**src/rtl/page_trk_pkg.sv**
```systemverilog
package page_trk_pkg;

  typedef enum logic {
    ENG_IDLE = 1'b0,
    ENG_UPD  = 1'b1
  } eng_state_e;

  function automatic int unsigned width_of(input int unsigned n);
    return (n > 1) ? $clog2(n) : 1;
  endfunction

endpackage

```
**src/rtl/page_trk_fifo.sv**
```systemverilog
module page_trk_fifo #(
  parameter int DATA_W = 20,
  parameter int DEPTH  = 4,
  parameter int CNT_W  = 16
) (
  input  logic              clk_i,
  input  logic              rst_ni,
  input  logic              push_i,
  input  logic [DATA_W-1:0] data_i,
  input  logic              pop_i,
  output logic              empty_o,
  output logic [DATA_W-1:0] data_o,
  output logic [CNT_W-1:0]  drop_cnt_o
);
  localparam int PTR_W = page_trk_pkg::width_of(DEPTH);
  localparam int OCC_W = $clog2(DEPTH + 1);
  localparam logic [PTR_W-1:0] LAST = PTR_W'(DEPTH - 1);
  localparam logic [OCC_W-1:0] FULL = OCC_W'(DEPTH);

  logic [DATA_W-1:0] mem_q [DEPTH];
  logic [PTR_W-1:0]  wr_q, rd_q;
  logic [OCC_W-1:0]  occ_q;
  logic [CNT_W-1:0]  drop_q;
  logic              full, do_pop, drop;

  function automatic logic [PTR_W-1:0] nxt(input logic [PTR_W-1:0] p);
    return (p == LAST) ? '0 : p + 1'b1;
  endfunction

  assign full    = (occ_q == FULL);
  assign empty_o = (occ_q == '0);
  assign do_pop  = pop_i && !empty_o;
  // overwrite-oldest when full and nothing leaves this cycle
  assign drop    = push_i && full && !do_pop;
  assign data_o  = mem_q[rd_q];
  assign drop_cnt_o = drop_q;

  always_ff @(posedge clk_i) begin
    if (push_i) mem_q[wr_q] <= data_i;
  end

  always_ff @(posedge clk_i or negedge rst_ni) begin
    if (!rst_ni) begin
      wr_q   <= '0;
      rd_q   <= '0;
      occ_q  <= '0;
      drop_q <= '0;
    end else begin
      if (push_i) wr_q <= nxt(wr_q);
      if (do_pop || drop) rd_q <= nxt(rd_q);
      if (push_i && !do_pop && !full) occ_q <= occ_q + 1'b1;
      else if (!push_i && do_pop)     occ_q <= occ_q - 1'b1;
      if (drop) drop_q <= drop_q + 1'b1;
    end
  end
endmodule

```
**src/rtl/page_trk_slot.sv**
```systemverilog
module page_trk_slot #(
  parameter int PAGE_W  = 20,
  parameter int LEVELS  = 4,
  parameter int LVL_W   = 2,
  parameter int REF_W   = 5,
  parameter int CNT_W   = 16,
  parameter int TIMEOUT = 16
) (
  input  logic              clk_i,
  input  logic              rst_ni,
  input  logic              tick_i,
  input  logic              hit_i,
  input  logic              alloc_i,
  input  logic [CNT_W-1:0]  cnt_n_i,
  input  logic [PAGE_W-1:0] page_i,
  output logic              valid_o,
  output logic [PAGE_W-1:0] page_o,
  output logic [LVL_W-1:0]  level_o,
  output logic [REF_W-1:0]  refs_o,
  output logic [CNT_W-1:0]  stamp_o
);
  localparam logic [LVL_W-1:0] TOP_LVL = LVL_W'(LEVELS - 1);
  localparam logic [REF_W-1:0] REF_MAX = '1;
  localparam logic [CNT_W-1:0] TMO     = CNT_W'(TIMEOUT);

  logic              valid_q, valid_d;
  logic [PAGE_W-1:0] page_q, page_d;
  logic [LVL_W-1:0]  level_q, level_d;
  logic [REF_W-1:0]  refs_q, refs_d, refs_inc;
  logic [CNT_W-1:0]  exp_q, exp_d, stamp_q, stamp_d;
  logic [REF_W:0]    thr;
  logic              promote, expired;

  always_comb begin
    refs_inc = (refs_q == REF_MAX) ? refs_q : refs_q + 1'b1;
    thr      = (REF_W+1)'(1) << ({1'b0, level_q} + 1'b1);
    promote  = (level_q != TOP_LVL) && ({1'b0, refs_inc} >= thr);
    expired  = valid_q && (exp_q == cnt_n_i);

    valid_d = valid_q;
    page_d  = page_q;
    level_d = level_q;
    refs_d  = refs_q;
    exp_d   = exp_q;
    stamp_d = stamp_q;

    if (tick_i) begin
      if (alloc_i) begin
        valid_d = 1'b1;
        page_d  = page_i;
        level_d = '0;
        refs_d  = REF_W'(1);
        exp_d   = cnt_n_i + TMO;
        stamp_d = cnt_n_i;
      end else if (hit_i) begin
        exp_d   = cnt_n_i + TMO;
        stamp_d = cnt_n_i;
        if (promote) begin
          level_d = level_q + 1'b1;
          refs_d  = '0;
        end else begin
          refs_d  = refs_inc;
        end
      end else if (expired) begin
        exp_d  = cnt_n_i + TMO;
        refs_d = '0;
        if (level_q == '0) valid_d = 1'b0;
        else               level_d = level_q - 1'b1;
      end
    end
  end

  always_ff @(posedge clk_i or negedge rst_ni) begin
    if (!rst_ni) begin
      valid_q <= 1'b0;
      page_q  <= '0;
      level_q <= '0;
      refs_q  <= '0;
      exp_q   <= '0;
      stamp_q <= '0;
    end else begin
      valid_q <= valid_d;
      page_q  <= page_d;
      level_q <= level_d;
      refs_q  <= refs_d;
      exp_q   <= exp_d;
      stamp_q <= stamp_d;
    end
  end

  assign valid_o = valid_q;
  assign page_o  = page_q;
  assign level_o = level_q;
  assign refs_o  = refs_q;
  assign stamp_o = stamp_q;
endmodule

```
**src/rtl/page_trk_pick.sv**
```systemverilog
module page_trk_pick #(
  parameter int ENTRIES = 8,
  parameter int IDX_W   = 3,
  parameter int LVL_W   = 2,
  parameter int CNT_W   = 16
) (
  input  logic               valid_i [ENTRIES],
  input  logic [LVL_W-1:0]   level_i [ENTRIES],
  input  logic [CNT_W-1:0]   stamp_i [ENTRIES],
  input  logic [CNT_W-1:0]   now_i,
  output logic [ENTRIES-1:0] sel_o
);
  logic             free_found, lru_ok;
  logic [CNT_W-1:0] best_age, age;
  logic [IDX_W-1:0] best_idx;

  always_comb begin
    sel_o      = '0;
    free_found = 1'b0;
    lru_ok     = 1'b0;
    best_age   = '0;
    best_idx   = '0;
    age        = '0;
    for (int e = 0; e < ENTRIES; e++) begin
      if (!valid_i[e] && !free_found) begin
        sel_o[e]   = 1'b1;
        free_found = 1'b1;
      end
    end
    if (!free_found) begin
      // oldest last-touch among level-0 entries; lowest index wins ties
      for (int e = 0; e < ENTRIES; e++) begin
        age = now_i - stamp_i[e];
        if (level_i[e] == '0 && (!lru_ok || age > best_age)) begin
          lru_ok   = 1'b1;
          best_age = age;
          best_idx = IDX_W'(e);
        end
      end
      if (lru_ok) sel_o[best_idx] = 1'b1;
    end
  end
endmodule

```
**src/rtl/page_freq_tracker.sv**
```systemverilog
module page_freq_tracker #(
  parameter int PAGE_W     = 20,
  parameter int ENTRIES    = 8,
  parameter int LEVELS     = 4,
  parameter int TIMEOUT    = 16,
  parameter int FIFO_DEPTH = 4,
  parameter int CNT_W      = 16,
  localparam int IDX_W     = page_trk_pkg::width_of(ENTRIES),
  localparam int LVL_W     = page_trk_pkg::width_of(LEVELS),
  localparam int REF_W     = LEVELS + 1
) (
  input  logic              clk_i,
  input  logic              rst_ni,
  input  logic              acc_valid_i,
  input  logic [PAGE_W-1:0] acc_page_i,
  input  logic [IDX_W-1:0]  rd_idx_i,
  input  logic [LVL_W-1:0]  rd_level_i,
  output logic              rd_valid_o,
  output logic [PAGE_W-1:0] rd_page_o,
  output logic [LVL_W-1:0]  rd_level_o,
  output logic [REF_W-1:0]  rd_refs_o,
  output logic              rd_match_o,
  output logic [CNT_W-1:0]  access_cnt_o,
  output logic [CNT_W-1:0]  drop_cnt_o
);
  import page_trk_pkg::*;

  eng_state_e        state_q;
  logic              q_empty, pop, tick, any_hit;
  logic [PAGE_W-1:0] q_page, hold_page_q;
  logic [CNT_W-1:0]  cnt_q, cnt_n;
  logic [ENTRIES-1:0] hit_vec, pick_vec, alloc_vec;

  logic              slot_valid [ENTRIES];
  logic [PAGE_W-1:0] slot_page  [ENTRIES];
  logic [LVL_W-1:0]  slot_level [ENTRIES];
  logic [REF_W-1:0]  slot_refs  [ENTRIES];
  logic [CNT_W-1:0]  slot_stamp [ENTRIES];

  page_trk_fifo #(
    .DATA_W(PAGE_W), .DEPTH(FIFO_DEPTH), .CNT_W(CNT_W)
  ) u_fifo (
    .clk_i      (clk_i),
    .rst_ni     (rst_ni),
    .push_i     (acc_valid_i),
    .data_i     (acc_page_i),
    .pop_i      (pop),
    .empty_o    (q_empty),
    .data_o     (q_page),
    .drop_cnt_o (drop_cnt_o)
  );

  // two-phase engine: capture, then look up and write back
  assign pop  = (state_q == ENG_IDLE) && !q_empty;
  assign tick = (state_q == ENG_UPD);
  assign cnt_n = cnt_q + 1'b1;

  always_ff @(posedge clk_i or negedge rst_ni) begin
    if (!rst_ni) begin
      state_q     <= ENG_IDLE;
      hold_page_q <= '0;
      cnt_q       <= '0;
    end else begin
      state_q <= pop ? ENG_UPD : ENG_IDLE;
      if (pop)  hold_page_q <= q_page;
      if (tick) cnt_q <= cnt_n;
    end
  end

  assign any_hit   = |hit_vec;
  assign alloc_vec = (tick && !any_hit) ? pick_vec : '0;

  for (genvar e = 0; e < ENTRIES; e++) begin : g_slot
    assign hit_vec[e] = slot_valid[e] && (slot_page[e] == hold_page_q);

    page_trk_slot #(
      .PAGE_W(PAGE_W), .LEVELS(LEVELS), .LVL_W(LVL_W),
      .REF_W(REF_W), .CNT_W(CNT_W), .TIMEOUT(TIMEOUT)
    ) u_slot (
      .clk_i   (clk_i),
      .rst_ni  (rst_ni),
      .tick_i  (tick),
      .hit_i   (hit_vec[e]),
      .alloc_i (alloc_vec[e]),
      .cnt_n_i (cnt_n),
      .page_i  (hold_page_q),
      .valid_o (slot_valid[e]),
      .page_o  (slot_page[e]),
      .level_o (slot_level[e]),
      .refs_o  (slot_refs[e]),
      .stamp_o (slot_stamp[e])
    );
  end

  page_trk_pick #(
    .ENTRIES(ENTRIES), .IDX_W(IDX_W), .LVL_W(LVL_W), .CNT_W(CNT_W)
  ) u_pick (
    .valid_i (slot_valid),
    .level_i (slot_level),
    .stamp_i (slot_stamp),
    .now_i   (cnt_n),
    .sel_o   (pick_vec)
  );

  always_comb begin
    rd_valid_o = 1'b0;
    rd_page_o  = '0;
    rd_level_o = '0;
    rd_refs_o  = '0;
    if (int'(rd_idx_i) < ENTRIES) begin
      rd_valid_o = slot_valid[rd_idx_i];
      rd_page_o  = slot_page[rd_idx_i];
      rd_level_o = slot_level[rd_idx_i];
      rd_refs_o  = slot_refs[rd_idx_i];
    end
  end

  assign rd_match_o   = rd_valid_o && (rd_level_o == rd_level_i);
  assign access_cnt_o = cnt_q;
endmodule

```
**config.mk**
```make
export PLATFORM = sky130hd
export DESIGN_NAME = page_freq_tracker
export DESIGN_NICKNAME = d
export VERILOG_FILES = /design/src/rtl/page_trk_pkg.sv /design/src/rtl/page_trk_fifo.sv /design/src/rtl/page_trk_slot.sv /design/src/rtl/page_trk_pick.sv /design/src/rtl/page_freq_tracker.sv
export SDC_FILE = /design/constraint.sdc
export NUM_CORES = 2
export LEC_CHECK = 0
export CAP_MARGIN = 0
export CORE_ASPECT_RATIO = 0.8
export CORE_UTILIZATION = 30
export CTS_BUF_LIST = sky130_fd_sc_hd__clkbuf_8
export DETAILED_ROUTE_END_ITERATION = 10
export PLACE_DENSITY = 0.51
export SLEW_MARGIN = 20
export SYNTH_ARGS = -nofsm -noshare
export SYNTH_HDL_FRONTEND = slang
export SYNTH_HIERARCHICAL = 1
export SYNTH_SLANG_ARGS = --single-unit
```
**constraint.sdc**
```tcl
create_clock -name clk_i -period 23.4 [get_ports clk_i]
set_input_delay 5.85 -clock clk_i [delete_from_list [all_inputs] [get_ports clk_i]]
set_output_delay 5.85 -clock clk_i [all_outputs]
set_load 0.02 [all_outputs]
```
* Yosys cells after proc, flatten, opt, wreduce, memory -nomap -nowiden
Memories as Yosys holds them, arrays and structs flattened. A register that Yosys moved wholly into a read port is not among the register bits.
Cells that the tools add are included.
** Word-level totals
- Memory bits (read-only) :: 0
- Output and inout port bits :: 61
- Bits in registers :: 520
- RAM bits :: 80
- Logic and storage cells :: 585
- Latch bits :: 0
- Memories kept :: 1
** Memory list
- u_fifo.mem_q :: words 4, width 20, read ports 1, clocked after Yosys merged registers in 1, write ports 1, line page_trk_fifo.sv:20 : logic [DATA_W-1:0] mem_q [DEPTH];
** Cells by class
- Shift operators :: 8
- Magnitude comparators :: 18
- Equality and inequality tests :: 60
- Multipliers :: 0
- Reduce and logical (&&, ||, !) cells :: 165
- Bitwise logic cells :: 3
- Add/subtract/negate cells :: 47
- Divide/modulo/power cells :: 0
- Multiplexer cells :: 229
** Operators with widths (number)
- $mux W16 :: 54
- $mux W5 :: 42
- $eq A20 B20 Y1 :: 8
- $eq A16 B16 Y1 :: 8
- $sub A16 B16 Y16 :: 8
- $gt A16 B16 Y1 :: 7
- $mux W2 :: 46
- $mux W1 :: 70
- $reduce_and A4 Y1 :: 16
- $bmux W20 S3 :: 1
- $reduce_bool A2 Y1 :: 25
- $ge A5 B6 Y1 :: 8
- $logic_and A1 B1 Y1 :: 48
- $reduce_and A2 Y1 :: 24
- $shl A1 B3 Y6 const A :: 8
- $add A5 B1 Y5 const B :: 8
- $eq A5 B5 Y1 const B :: 8
- $mux W20 :: 2
- $add A16 B1 Y16 const B :: 2
- $ne A2 B2 Y1 const B :: 16
- $logic_not A1 Y1 :: 26
- $add A2 B1 Y3 const B :: 8
- $mux W8 :: 3
- $ne A3 B2 Y1 const B :: 8
- 25 further kinds :: 76

* Depth between registers and ports, before layout
- Word-level depth :: 67
- Mapped depth :: 95
- Gate-level depth less buffers :: 83

* Cells and area by module
Netlist, hierarchy kept.
** By module, submodules not included
- page_trk_slot (g_slot[0].u_slot ...) :: area an instance 2890.3 um^2, cells each 272, instances 7
- page_trk_pick :: area an instance 10334.9 um^2, cells each 1466, instances 1
- page_freq_tracker :: area an instance 5826.8 um^2, cells each 561, instances 1
- page_trk_fifo :: area an instance 4111.4 um^2, cells each 225, instances 1
- page_trk_slot (g_slot[7].u_slot) :: area an instance 2846.5 um^2, cells each 250, instances 1

* Least setup slack after synthesis
No wires, ideal clock.
- Kind :: register to register
- Start point :: reg cnt_q[0] (netlist: access_cnt_o[0])
- End point :: reg g_slot[3].u_slot.exp_q[5]
- Data required time :: 23.275 ns
- Stages on the path, launching flop included :: 91
- Data arrival time :: 19.371 ns
- Path slack :: 3.905 ns
- Path buffers :: 11
- Period minus slack after synthesis :: 19.495 ns
- Cells stage by stage :: dfrtp_1 ha_1 and3_1 and3_1 clkbuf_1 xor2_1 ha_1 a21oi_1 nor2_1 a211oi_1 a31oi_1 a22oi_1 nand3_1 ha_1 nand4_1 nor4_2 a21bo_2 a31o_1 (+55 left out) or3_1 o221a_2 ha_1 a21o_1 a21o_1 a21oi_1 o21a_1 o221a_2 o41a_1 nor4b_1 nor4b_1 a22o_1 nand3_1 nor2_2 o21a_1 clkbuf_1 a21o_4 mux2_2
** Between the ends
- Longest elaborated chain between the ends :: 49
- Elaborated cells between the ends (all ways) :: 89
- Those cells by class :: add/sub: 10; order compare: 9; eq/ne: 1; mux: 44; bitwise: 1; reduce/logical: 24
** RTL lines
- start, declared :: line page_freq_tracker.sv:31 : logic [CNT_W-1:0] cnt_q, cnt_n;
- start signal, assigned :: line page_freq_tracker.sv:66 : if (tick) cnt_q <= cnt_n;
- $add A16 B1 Y16 (*) :: line page_freq_tracker.sv:56 : assign cnt_n = cnt_q + 1'b1;
- via cnt_n[6] :: line page_freq_tracker.sv:31
- $sub A16 B16 Y16 :: line page_trk_pick.sv:33 : age = now_i - stamp_i[e];
- $mux W16 :: line page_trk_pick.sv:34 : if (level_i[e] == '0 && (!lru_ok || age > best_age)) begin
- $mux W16 :: line page_trk_pick.sv:30 : if (!free_found) begin
- $gt A16 B16 Y1 :: line page_trk_pick.sv:34
- $logic_or A1 B1 Y1 :: line page_trk_pick.sv:34
- $logic_and A1 B1 Y1 :: line page_trk_pick.sv:34
- (+36 left out)
- $or A8 B8 Y8 (no line)
- $mux W8 (*) :: line page_trk_pick.sv:40 : if (lru_ok) sel_o[best_idx] = 1'b1;
- $mux W8 (*) :: line page_trk_pick.sv:30
- via pick_vec[3] :: line page_freq_tracker.sv:32 : logic [ENTRIES-1:0] hit_vec, pick_vec, alloc_vec;
- $mux W8 (*) :: line page_freq_tracker.sv:71 : assign alloc_vec = (tick && !any_hit) ? pick_vec : '0;
- via alloc_vec[3] :: line page_freq_tracker.sv:32
- $reduce_bool A3 Y1 (no line)
- $reduce_and A2 Y1 (no line)
- end signal, assigned :: line page_trk_slot.sv:86 : exp_q <= exp_d;
- end, declared :: line page_trk_slot.sv:30 : logic [CNT_W-1:0] exp_q, exp_d, stamp_q, stamp_d;
Mark *: on every way through the listed nets, which the timed path passes. The rest lies on a longest branch. The select of a mux whose other input is x is not followed.
A chain may end at the register's enable or synchronous reset.

* Worst setup path in the final report
- Start point :: reg cnt_q[0] (netlist: access_cnt_o[0])
- End point :: reg g_slot[0].u_slot.exp_q[5]
** Between the ends
- Longest elaborated chain between the ends :: 49
- Elaborated cells between the ends (all ways) :: 89
- Those cells by class :: add/sub: 10; order compare: 9; eq/ne: 1; mux: 44; bitwise: 1; reduce/logical: 24
** RTL lines (line)
- $add A16 B1 Y16 (*) :: page_freq_tracker.sv:56
- via cnt_n[12] :: page_freq_tracker.sv:31
- $sub A16 B16 Y16 :: page_trk_pick.sv:33
- $mux W16 :: page_trk_pick.sv:34
- $mux W16 :: page_trk_pick.sv:30
- $gt A16 B16 Y1 :: page_trk_pick.sv:34
- $logic_or A1 B1 Y1 :: page_trk_pick.sv:34
- $logic_and A1 B1 Y1 :: page_trk_pick.sv:34
- (+36 left out)
- $or A8 B8 Y8 (no line)
- $mux W8 (*) :: page_trk_pick.sv:40
- $mux W8 (*) :: page_trk_pick.sv:30
- via pick_vec[0] :: page_freq_tracker.sv:32
- $mux W8 (*) :: page_freq_tracker.sv:71
- via alloc_vec[0] :: page_freq_tracker.sv:32
- $reduce_bool A3 Y1 (no line)
- $reduce_and A2 Y1 (no line)
- end signal, assigned :: page_trk_slot.sv:86
- end, declared :: page_trk_slot.sv:30
Marks and branches as above.

==> reports/metrics.cfg <==
[setup_path]
critical_path_cell_count=77
critical_path_arrival_ns=22.65
crit_required_ns=24.12
slowest_delay_ns=0.70
path_buf_inv=4
critPathLaunchType=flip-flop
worst_path_max_delay_cell=mux2i_1
r2r_cells=77
ff2ff_setup_slack_ns=1.47
worstSetupStartpoint=access_cnt_o[0]
cp_max_fo=38
r2r_start=access_cnt_o[0]
critical_path_class=reg -> reg
crit_family=compound AO/OA/AOI/OAI gates
crit_path_end_kind=flip-flop

[synthesis]
syn_avg_cell_area_um2=9.84
synth_xor_area_share_pct=10.8
synth_top_family_by_area=simple AND/OR/NAND/NOR gates
yosys.area.top_type=dfrtp_1
synth_edf_count=80
synthDistinctLibCells=107
syn_area_um2=43400
synthMuxAreaShare_pct=11.3
syn_nets=4738
yosys.area_share.adder_pct=8.93
synth_compound_area_share_pct=11.8
synthSimpleGateAreaFrac_pct=16.6
synth_seq_cells=620
synthCells=4406
ys_seq_area_share_pct=36.7
synth_top_area_share_pct=31.2
yosys_warnings=6
synthTopCellsByArea=dfrtp_1 31%, ha_1 8.5%, mux2_2 6.9%
ys_async_sr_fraction_pct=87.1
synthFlopType=dfrtp_1

[sta]
clock_skew_ns=0.0613
period_needed_ns=21.93
hold_viol_final=0
setup-violations-final=0
rsz0062_at_grt=no
slew_violations=0
slew_headroom_pct=26.3
fmax_ghz=0.0456
finalSetupTns_ns=0
fin_crit_sh_pct=93.7
tightest_slew_ns=1.10

[placement]
gp_congestion=0.932
hpwl_mm=102
port-buffer-count=88

[die]
pin_count=89
die_h_um=342
die_area_um2=146000
fp.dieW_um=427
start_util_pct=30.3
coreArea_um2=143000
fp-row-count=124

[detailed_routing]
wirelength_mm=138
drt_iter0_markers=2744
wl_per_cell_um=21.0
routed_via_density=5.14
drc_errors=0
drtAntennaViolNets=0
first_pass_iters=6
vias=33600

[finish]
fillers=14600
area_delta_synth_final_pct=13.2
register_area_um2=15900
finalNetCount=4879
multiInputGateArea_um2=26000
layout-drive-gt1-share_pct=16.2

[clock_tree]
cts_buffers=114
root_buffer=clkbuf_8
clock_latency_ns=0.84
clkTransAtPathRegs_ns=0.06
cts_hold_buf=0
cts_tree=built
h-tree-depth=3
cts_max_path_buffers=3
clock_sinks=620

[grt]
grt_pass1_vias=32600
antenna_found_initial=9
grt_first_pass_wirelength_mm=210
grt_start_max_net_pins=138
track_usage_pct=18.8
overflow=0

[run]
cap_violations=0

[min_path]
holdCritStartpoint=u_fifo/drop_cnt_o[15]
holdPathStages=1
min_path_type=reg -> reg

[status]
outcome=completed

==> what timing repair did <==
action / in CTS / in global routing
resized for setup: 0 / 12
setup buffers: 0 / 0
endpoints found under the setup margin: 0 / 314
==> Yosys cell counts (41+ instances only) <==
cell type	instances
a21o_1	56
a21oi_1	226
and2_1	41
and3_1	53
clkbuf_1	61
dfrtp_1	540
edfxtp_1	80
ha_1	295
inv_1	218
mux2_2	267
mux4_2	76
nand2_1	617
nand3_1	126
nand4_1	90
nor2_1	210
nor3_1	58
o21a_1	54
o21ai_0	91
xnor2_1	337
xor2_1	198
==> layer usage <==
layer / track usage [%] / up-vias / share of wire (%)
li1: - / 16000 / -
met1: 29.4 / 16600 / 51
met2: 26.0 / 861 / 40
met3: 3.50 / 166 / 6.1
met4: 4.87 / 2 / 2.4
met5: 0 / - / 0.0094
==> layout make-up <==
cell class	instances	share of cell area, %
multi-input cells	3416	53.0
flip-flops and latches	620	32.4
well taps	1890	4.82
clock buffers	138	3.87
repair buffers	177	3.22
inverters	218	1.67
clock inverters	72	0.900
diodes	11	0.0561
==> kinds of logic after synthesis <==
family / count (synthesis)
AND/OR/NAND/NOR: 1469
adder cells (fa/ha/maj): 304
XOR/XNOR: 536
AO/OA/AOI/OAI: 740
buffers and inverters: 370
other: 8
flip-flops: 620
multiplexers: 359
==> cell usage in the layout (no fill, tap or decap), types with 13 or more instances in the layout <==
cell type / instances
buf_4: 87
or3_1: 26
xnor2_1: 333
o2bb2ai_2: 14
nor3b_1: 16
dfrtp_1: 539
clkdlybuf4s50_1: 85
nor2_1: 209
nor4_1: 38
nor3_1: 57
o22ai_1: 13
mux4_2: 76
mux2i_1: 15
a211oi_1: 22
or2_2: 30
nand4_1: 90
o21a_1: 49
clkinv_2: 14
inv_1: 260
a21oi_1: 226
clkbuf_8: 138
mux2_2: 267
a21o_1: 56
ha_1: 294
xor2_1: 188
nand3_1: 126
a31oi_1: 32
nand2b_1: 38
nor2b_1: 32
o21ai_0: 90
o21ai_1: 20
and2_1: 38
a21oi_2: 13
o31ai_1: 31
and3_1: 53
nand2_1: 614
edfxtp_1: 80
o211ai_1: 21
==> metrics by stage <==
step	cells	utilization (%)	hold slack (ns)	area, um^2	worst slack [ns]
floorplan	4406	-	0.446	43400	3.90
global placement	6320	32.6	0.458	46700	1.28
detailed placement	6320	32.6	0.463	46700	1.06
CTS	6530	34.2	0.478	49000	0.871
global route	6541	34.3	0.485	49100	0.106
finish	6542	34.3	0.472	49100	1.47
==> flip-flops by register name (all words and copies together), names as in the netlist, 20 cells and up <==
signal / cells
g_slot.u_slot/exp_q: 128
g_slot.u_slot/page_o: 160
g_slot.u_slot/refs_o: 40
g_slot.u_slot/stamp_o: 128
hold_page_q: 20
u_fifo/mem_q: 80
==> path summary, 6_finish.rpt <==
kind,to
setup / recovery,g_slot[0].u_slot/exp_q[5]
hold / removal,u_fifo/drop_cnt_o[15]
setup reg to reg,g_slot[0].u_slot/exp_q[5]
hold reg to reg,u_fifo/drop_cnt_o[15]
max in group asynchronous,u_fifo/rd_q[1]
min in group asynchronous,g_slot[2].u_slot/stamp_o[4]
Power is not shown: default switching activity piles up to over one toggle a cycle in this logic, so the estimate is an artifact.
